### config.mk
export PLATFORM = sky130hd
export DESIGN_NAME = qpc_top
export DESIGN_NICKNAME = d
export VERILOG_FILES = /design/src/rtl/qpc_pkg.sv /design/src/rtl/qpc_mul_stage.sv /design/src/rtl/qpc_sum_stage.sv /design/src/rtl/qpc_vld_pipe.sv /design/src/rtl/qpc_top.sv
export SDC_FILE = /design/constraint.sdc
export NUM_CORES = 1
export LEC_CHECK = 0
export BUFFER_PORTS_ARGS = -buffer_cell sky130_fd_sc_hd__buf_2
export CAP_MARGIN = 40
export CORE_MARGIN = 2
export CORE_UTILIZATION = 30
export CTS_BUF_LIST = sky130_fd_sc_hd__clkbuf_8 sky130_fd_sc_hd__clkbuf_16
export CTS_CLUSTER_SIZE = 12
export DETAILED_ROUTE_END_ITERATION = 10
export SLEW_MARGIN = 15
export SYNTH_ARGS = -nofsm -noshare
export SYNTH_HDL_FRONTEND = slang
export SYNTH_HIERARCHICAL = 1
export SYNTH_SLANG_ARGS = --single-unit
### constraint.sdc
create_clock -name clk -period 12.1 [get_ports clk]
set_input_delay 0 -clock clk [delete_from_list [all_inputs] [get_ports clk]]
set_output_delay 0 -clock clk [all_outputs]
set_load 0.1 [all_outputs]
### src/rtl/qpc_pkg.sv
package qpc_pkg;
    parameter int QPC_SAMPLE_W = 16;
    parameter int QPC_COEF_W   = 12;
    parameter int QPC_PAIRS    = 2;
    parameter int QPC_LATENCY  = 2;
endpackage

### src/rtl/qpc_mul_stage.sv
module qpc_mul_stage #(
    parameter int SAMPLE_W = 16,
    parameter int COEF_W   = 12,
    localparam int PROD_W  = SAMPLE_W + COEF_W
) (
    input  logic                       clk,
    input  logic                       rst_n,
    input  logic                       load,
    input  logic signed [SAMPLE_W-1:0] pri_i,
    input  logic signed [SAMPLE_W-1:0] sec_i,
    input  logic signed [COEF_W-1:0]   coef_i,
    output logic signed [SAMPLE_W-1:0] pri_q,
    output logic signed [SAMPLE_W-1:0] sec_q,
    output logic signed [PROD_W-1:0]   prod_q
);
    logic signed [PROD_W-1:0] prod_d;

    always_comb begin
        prod_d = PROD_W'(coef_i) * PROD_W'(sec_i);
    end

    always_ff @(posedge clk) begin
        if (!rst_n) begin
            pri_q  <= '0;
            sec_q  <= '0;
            prod_q <= '0;
        end else if (load) begin
            pri_q  <= pri_i;
            sec_q  <= sec_i;
            prod_q <= prod_d;
        end
    end
endmodule

### src/rtl/qpc_sum_stage.sv
module qpc_sum_stage #(
    parameter int SAMPLE_W = 16,
    parameter int COEF_W   = 12,
    localparam int PROD_W  = SAMPLE_W + COEF_W,
    localparam int SUM_W   = SAMPLE_W + 2
) (
    input  logic                       clk,
    input  logic                       rst_n,
    input  logic                       load,
    input  logic signed [SAMPLE_W-1:0] pri_q,
    input  logic signed [SAMPLE_W-1:0] sec_q,
    input  logic signed [PROD_W-1:0]   prod_q,
    output logic signed [SAMPLE_W-1:0] pri_o,
    output logic signed [SAMPLE_W-1:0] sec_o
);
    localparam logic [PROD_W:0]     RND_HALF = (PROD_W+1)'(1) << (COEF_W - 1);
    localparam logic [SAMPLE_W-1:0] POS_RAIL = {1'b0, {(SAMPLE_W-1){1'b1}}};
    localparam logic [SAMPLE_W-1:0] NEG_RAIL = {1'b1, {(SAMPLE_W-1){1'b0}}};

    logic [PROD_W:0]       prod_rnd;
    logic [SAMPLE_W:0]     term;
    logic [SUM_W-1:0]      sum;
    logic [SAMPLE_W-1:0]   clamped;

    always_comb begin
        prod_rnd = {prod_q[PROD_W-1], prod_q} + RND_HALF;
        term     = prod_rnd[PROD_W:COEF_W];
        sum      = {pri_q[SAMPLE_W-1], pri_q[SAMPLE_W-1], pri_q}
                 + {term[SAMPLE_W], term};
        if (sum[SUM_W-1:SAMPLE_W-1] == '0 || sum[SUM_W-1:SAMPLE_W-1] == '1) begin
            clamped = sum[SAMPLE_W-1:0];
        end else if (sum[SUM_W-1]) begin
            clamped = NEG_RAIL;
        end else begin
            clamped = POS_RAIL;
        end
    end

    always_ff @(posedge clk) begin
        if (!rst_n) begin
            pri_o <= '0;
            sec_o <= '0;
        end else if (load) begin
            pri_o <= clamped;
            sec_o <= sec_q;
        end
    end
endmodule

### src/rtl/qpc_vld_pipe.sv
module qpc_vld_pipe #(
    parameter int DEPTH = 2
) (
    input  logic             clk,
    input  logic             rst_n,
    input  logic             vld_i,
    output logic [DEPTH-1:0] vld_stg
);
    for (genvar s = 0; s < DEPTH; s++) begin : g_stg
        always_ff @(posedge clk) begin
            if (!rst_n) begin
                vld_stg[s] <= 1'b0;
            end else begin
                vld_stg[s] <= (s == 0) ? vld_i : vld_stg[(s == 0) ? 0 : s - 1];
            end
        end
    end
endmodule

### src/rtl/qpc_top.sv
module qpc_top
    import qpc_pkg::*;
#(
    parameter int SAMPLE_W = QPC_SAMPLE_W,
    parameter int COEF_W   = QPC_COEF_W
) (
    input  logic                       clk,
    input  logic                       rst_n,
    input  logic                       in_valid,
    input  logic signed [SAMPLE_W-1:0] in_a,
    input  logic signed [SAMPLE_W-1:0] in_b,
    input  logic signed [SAMPLE_W-1:0] in_c,
    input  logic signed [SAMPLE_W-1:0] in_d,
    input  logic signed [COEF_W-1:0]   coef_ab,
    input  logic signed [COEF_W-1:0]   coef_cd,
    output logic                       out_valid,
    output logic signed [SAMPLE_W-1:0] out_a,
    output logic signed [SAMPLE_W-1:0] out_b,
    output logic signed [SAMPLE_W-1:0] out_c,
    output logic signed [SAMPLE_W-1:0] out_d
);
    localparam int NPAIR  = QPC_PAIRS;
    localparam int PROD_W = SAMPLE_W + COEF_W;

    logic [QPC_LATENCY-1:0] vld_stg;

    logic signed [SAMPLE_W-1:0] pri_in  [NPAIR];
    logic signed [SAMPLE_W-1:0] sec_in  [NPAIR];
    logic signed [COEF_W-1:0]   coef_in [NPAIR];
    logic signed [SAMPLE_W-1:0] pri_q   [NPAIR];
    logic signed [SAMPLE_W-1:0] sec_q   [NPAIR];
    logic signed [PROD_W-1:0]   prod_q  [NPAIR];
    logic signed [SAMPLE_W-1:0] pri_out [NPAIR];
    logic signed [SAMPLE_W-1:0] sec_out [NPAIR];

    always_comb begin
        pri_in[0]  = in_a;
        sec_in[0]  = in_b;
        coef_in[0] = coef_ab;
        pri_in[1]  = in_c;
        sec_in[1]  = in_d;
        coef_in[1] = coef_cd;
    end

    qpc_vld_pipe #(.DEPTH(QPC_LATENCY)) u_vld (
        .clk     (clk),
        .rst_n   (rst_n),
        .vld_i   (in_valid),
        .vld_stg (vld_stg)
    );

    for (genvar p = 0; p < NPAIR; p++) begin : g_pair
        qpc_mul_stage #(.SAMPLE_W(SAMPLE_W), .COEF_W(COEF_W)) u_mul (
            .clk    (clk),
            .rst_n  (rst_n),
            .load   (in_valid),
            .pri_i  (pri_in[p]),
            .sec_i  (sec_in[p]),
            .coef_i (coef_in[p]),
            .pri_q  (pri_q[p]),
            .sec_q  (sec_q[p]),
            .prod_q (prod_q[p])
        );
        qpc_sum_stage #(.SAMPLE_W(SAMPLE_W), .COEF_W(COEF_W)) u_sum (
            .clk    (clk),
            .rst_n  (rst_n),
            .load   (vld_stg[0]),
            .pri_q  (pri_q[p]),
            .sec_q  (sec_q[p]),
            .prod_q (prod_q[p]),
            .pri_o  (pri_out[p]),
            .sec_o  (sec_out[p])
        );
    end

    always_comb begin
        out_valid = vld_stg[QPC_LATENCY-1];
        out_a     = pri_out[0];
        out_b     = sec_out[0];
        out_c     = pri_out[1];
        out_d     = sec_out[1];
    end
endmodule

==> results.toml, run 1 <==
[status]
status = "complete, no violations"

[cts]
clkSinkCount = 164
root_buffer = "clkbuf_16"
clkSlewWorstSetupHoldPaths_ns = 0.07
htree_levels = 4
cts_tree = "built"
cts_resized = 0
cts_buffer_depth = 2
numCtsBuffers = 17
cts_setup_buffers = 0
clock_latency_ns = 0.48

[critical_path]
worstPathMaxFanout = 13
cp_slowest_cell = "ha_1"
reg2reg_from = "g_pair[1].u_mul/prod_q[13]"
critPathLaunch = "in_d[15]"
cpLargestDelayFamily = "adder cells"
rrSetupSlack_ns = 8.26
crit_arrival_ns = 5.57
crit_required_ns = 12.46
worst_setup_path_end_kind = "flip-flop"
cp_slowest_stage_delay_ns = 0.59
worstSetupStartpointType = "primary input"
cpMostUsedCell = "fa_1"
crit_buf_inv = 5
path_class = "in2reg"
path_cells = "dlygate4sd3_1 > buf_2 > nand2_1 > inv_1 > fa_1 > ha_1 > fa_1 > fa_1 > inv_1 > fa_1 > inv_1 > ha_1 > a21oi_1 > o21bai_1 > a221oi_1 > o221ai_1 > nor4_1 > nor3_1"

[worst_hold_path]
hp-start = "in_a[1]"
hold_class = "in2reg"

[detailed_routing]
drtIter0Drc = 731
viasPerCell = 4.68
drc_errors = 0
routedWlPerCell_um = 15.7
first_pass_iters = 5
routed_wl_mm = 56.2
num_vias = 16700
postRouteAntennaNets = 0

[grt]
antenna_found_initial = 0
grt_usage_pct = 15.0
overflow = 0
grt_pass1_vias = 17200
grt_max_degree = 76
grt_pass1_wl_mm = 92.1

[sta]
setup_tns_ns = 0
setup_viol = 0
worstMarginPinSlew_ns = 0.815
slew_headroom_pct = 45.7
fin_crit_sh_pct = 43.0
holdWs_ns = 0.305
fmax_ghz = 0.192
min_period_ns = 5.21
skew_ns = 0.0117
hold_viol = 0
rsz0062_at_grt = "false"
final_max_slew_viol_count = 0

[final_layout]
final_core_util_pct = 34.0
fin_nets = 3194
drive_gt1_share_pct = 9.68
n_antenna_cell = 0
areaGrowthSynthToFinish_pct = 12.8

[pwr]
peakVddDrop_v = 0.000196
powerDensity_nw_per_um2 = 252
static-leakage-power_nw = 12.1

[place]
hpwlAfterDp_mm = 44.1
gp_congestion = 0.826
io_buffers = 155

[die]
pin_count = 156
die_area_um2 = 76600
die_h_um = 277
core_um2 = 74100
core.rowCount = 100
start_util_pct = 30.2
fp.dieW_um = 277

[run]
cap_viol_max_count = 0

[synthesis]
synth.cell_area_um2 = 22300
synth_nets = 3059
synthCells = 2454
ys.warnings.count = 6
synth.avg_cell_area_um2 = 9.10
## metrics by stage
step                setup WS (ns)  cells  area (um2)  total power, mW
floorplan                    7.23   2454       22300             4.73
global placement             6.90   3469       23900             5.73
detailed placement           6.85   3473       23900             5.78
CTS                          6.94   3570       25200             6.43
global route                 6.63   3571       25200             7.12
finish                       6.89   3571       25200             6.36
## cell usage in the layout, fill, tap and decap left out, types with 27 or more instances in the layout
| cell | instances |
|---|---|
| a21oi_1 | 58 |
| and2_1 | 118 |
| buf_2 | 153 |
| dfxtp_1 | 163 |
| dlygate4sd3_1 | 66 |
| fa_1 | 358 |
| ha_1 | 156 |
| inv_1 | 456 |
| mux2i_1 | 99 |
| nand2_1 | 324 |
| nand2b_1 | 27 |
| nand3_1 | 36 |
| nor2_1 | 77 |
| nor2b_1 | 73 |
| o21ai_0 | 45 |
| xnor2_1 | 58 |
## registers in the layout, summed over array words and instances (netlist names)
signal	flops
g_pair.u_mul/prod_q	34
g_pair.u_mul/pri_q	32
g_pair.u_mul/sec_q	32
g_pair.u_sum/pri_o	32
g_pair.u_sum/sec_o	32
u_vld/vld_stg	2
## path summary, 6_finish.rpt
path	to	depth (start not counted)
worst max register to register	g_pair[1].u_sum/pri_o[6]	15
worst max-delay path	g_pair[1].u_mul/prod_q[27]	18
worst min register to register	g_pair[0].u_sum/pri_o[1]	2
worst min-delay path	g_pair[0].u_mul/pri_q[1]	4
## layer usage
metal / share of wire [%] / up-vias / track usage, %
met5: 0 / - / 0
met4: 2.1 / 0 / 4.11
met3: 4.5 / 65 / 2.74
met2: 49 / 378 / 25.5
met1: 44 / 8276 / 19.4
li1: - / 7993 / -
## worst register-to-register path: stages (launching register included)
cell,delay [ns]
dfxtp_1,0.43
and3_1,0.20
nand3_1,0.12
nor2_1,0.25
nand2_1,0.11
xnor2_1,0.15
ha_1,0.35
a21oi_1,0.24
o211ai_2,0.16
a221oi_4,0.38
o31ai_4,0.15
a31oi_4,0.23
xnor2_2,0.13
a21oi_2,0.50
buf_6,0.22
o311ai_2,0.11
## report_power, final
group | internal [mW] | switching, mW | leakage [nW]
sequential | 0.632 | 0.0694 | 1.35
combinational | 2.05 | 3.02 | 10.4
clock | 0.301 | 0.289 | 0.305
total | 2.98 | 3.38 | 12.1
## final cells by class
class	instances	area (um2)
clock buffers	17	425
inverters	457	1720
fillers	7713	48900
multi-input cells	1719	16800
clock inverters	15	205
repair buffers	230	1520
well taps	969	1210
flip-flops and latches	164	3290
## what timing repair did
action	CTS	global route
hold buffers	65	1
endpoints found under the setup margin	0	0
endpoints found under the hold margin	67	1
Power figures use the tool's default switching activity.
==> run 2, diff against run 1 <==
==> constraint.sdc (replaced) <==
create_clock -name clk -period 4.9 [get_ports clk]
set_input_delay 0 -clock clk [delete_from_list [all_inputs] [get_ports clk]]
set_output_delay 0 -clock clk [all_outputs]
set_load 0.1 [all_outputs]
==> run 2 against run 1 <==
Flip-flop and latch count unchanged; utilization up 1.6 points; non-clock buffer count up 129; combinational power rose to 2.9 times the previous value; sequential power up 150%; critical endpoint is now g_pair[1].u_mul/prod_q[24]; largest power group unchanged; highest routed layer unchanged.
==> results.toml, run 2 (synthesis gave the netlist of run 1 again) <==
[run]
cap_viol_max_count = 0

[die]
fp.dieW_um = 277
core.rowCount = 100
core_um2 = 74100
pin_count = 156
die_area_um2 = 76600
start_util_pct = 30.2
die_h_um = 277

[cts]
numCtsBuffers = 17
cts_buffer_depth = 2
clkSlewWorstSetupHoldPaths_ns = 0.08
clock_latency_ns = 0.49
clkSinkCount = 164
root_buffer = "clkbuf_16"
cts_tree = "built"
htree_levels = 4

[final_layout]
areaGrowthSynthToFinish_pct = 18.2
largest_reg_flops = 34
n_antenna_cell = 0
mostFrequentLayoutCell = "inv_1"
mostFrequentLayoutCells = "inv_1, fa_1, nand2_1"
nFillCells = 7617
drive_gt1_share_pct = 15.3
fin_nets = 3323
largest-register = "g_pair.u_mul/prod_q"

[worst_hold_path]
hold_end = "g_pair[0].u_mul/sec_q[0]"
hp-start = "in_b[0]"
holdPathStages = 4
hold_class = "in2reg"

[critical_path]
path_cells = "dlygate4sd3_1 > buf_6 > nand2_1 > fa_1 > inv_1 > fa_1 > inv_1 > fa_1 > fa_1 > fa_1 > inv_1 > ha_2 > and4_1 > o2111ai_1 > a31oi_2 > nor4_4 > o31a_1 > or3_1"
crit_arrival_ns = 5.13
worst-r2r-cell-count = 14
worstPathMaxFanout = 11
rrSetupSlack_ns = 1.14
path_class = "in2reg"
cp_slowest_cell = "dlygate4sd3_1"
reg2reg_from = "g_pair[0].u_mul/prod_q[13]"
crit_required_ns = 5.27
worst_setup_path_end_kind = "flip-flop"
worstSetupStartpointType = "primary input"
cpMostUsedCell = "fa_1"
r2r-end = "g_pair[0].u_sum/pri_o[12]"
cp_slowest_stage_delay_ns = 0.55

[sta]
setup_viol = 0
hold_viol = 0
fin_crit_sh_pct = 97.1
final_max_slew_viol_count = 0
setup_tns_ns = 0
slew_headroom_pct = 57.1
fmax_ghz = 0.210
min_period_ns = 4.76
worstMarginPinSlew_ns = 0.643
skew_ns = 0.0172

[detailed_routing]
num_vias = 17100
drtIter0Drc = 831
routed_wl_mm = 56.3
viasPerCell = 4.61
postRouteAntennaNets = 0
routedWlPerCell_um = 15.2
first_pass_iters = 7
drc_errors = 0

[place]
io_buffers = 155
gp_congestion = 0.851
hpwlAfterDp_mm = 45.8

[grt]
grt_max_degree = 78
overflow = 0
grt_pass1_wl_mm = 92.0
grt_pass1_vias = 17400
grt_usage_pct = 15.0
antenna_found_initial = 0

[pwr]
peakVddDrop_v = 0.000692
static-leakage-power_nw = 12.8
total_power_mw = 18.1
powerDensity_nw_per_um2 = 685

[status]
status = "complete, no violations"
-- run 2: cell count changes in the layout (fill, tap and decap cells not counted), sizes merged --
| cell | before | now |
|---|---|---|
| dlymetal6s4s | 0 | 2 |
| clkinv | 8 | 4 |
| inv | 463 | 467 |
| buf | 164 | 306 |
| clkbuf | 17 | 20 |
| dlygate4sd3 | 66 | 48 |
-- run 2: how the worst max path moves through the flow --
stage / start / endpoint / slack (ns) / cells past startpoint
final: in_d[9] / g_pair[1].u_mul/prod_q[24] / 0.14 / 18
after CTS: in_b[8] / g_pair[0].u_mul/prod_q[26] / 0.01 / 19
after detailed placement: coef_ab[5] / g_pair[0].u_mul/prod_q[26] / -0.08 / 17
after global routing: in_d[7] / g_pair[1].u_mul/prod_q[24] / -0.007 / 18
after global placement: coef_ab[5] / g_pair[0].u_mul/prod_q[26] / -0.02 / 17
after floorplan: in_b[15] / g_pair[0].u_mul/prod_q[26] / 0.03 / 20
-- run 2: report_power, final --
part,internal (mW),total [mW],switching [mW]
Combinational,6.85,14.9,8.03
Sequential,1.56,1.74,0.177
Clock,0.744,1.46,0.719
Total,9.15,18.1,8.93
-- run 2: critical path: cells and delay by family --
kind,cells,cell delay [ns]
buf+inv,5,0.92
simple gates,4,0.73
fa+ha+maj,6,2.75
compound gates,3,0.72
-- run 2: per-stage QoR --
stage / utilization, % / setup slack, ns / cells / cell area, um2 / hold slack (ns)
floorplan: - / 0.0344 / 2454 / 22300 / 0.122
global placement: 33.7 / -0.0201 / 3607 / 24900 / 0.251
detailed placement: 33.7 / -0.0774 / 3611 / 25000 / 0.245
CTS: 35.3 / 0.0125 / 3693 / 26100 / 0.00794
global route: 35.6 / -0.00685 / 3700 / 26400 / 0.0361
finish: 35.6 / 0.141 / 3700 / 26400 / 0.0488
-- run 2: repair_timing --
item / 4_1_cts / 5_1_grt
gates resized for setup: 0 / 58
setup buffers: 0 / 4
hold endpoints to repair: 50 / 0
setup endpoints to repair: 0 / 19
hold buffers: 50 / 0
-- run 2: final cells by class --
| class | instances | area [um2] | share of cell area, % |
|---|---|---|---|
| Timing Repair Buffer | 359 | 2580 | 9.79 |
| Sequential cell | 164 | 3290 | 12.5 |
| Clock inverter | 15 | 200 | 0.759 |
| Clock buffer | 17 | 425 | 1.61 |
| Tap cell | 969 | 1210 | 4.59 |
| Inverter | 457 | 1720 | 6.50 |
| Multi-Input combinational cell | 1719 | 17000 | 64.3 |
-- run 2: routing by layer --
layer / track usage, % / part of all wire, %
met5: 0 / 0
met3: 2.38 / 3.6
met2: 25.5 / 49
met1: 19.7 / 45
met4: 4.45 / 2.0
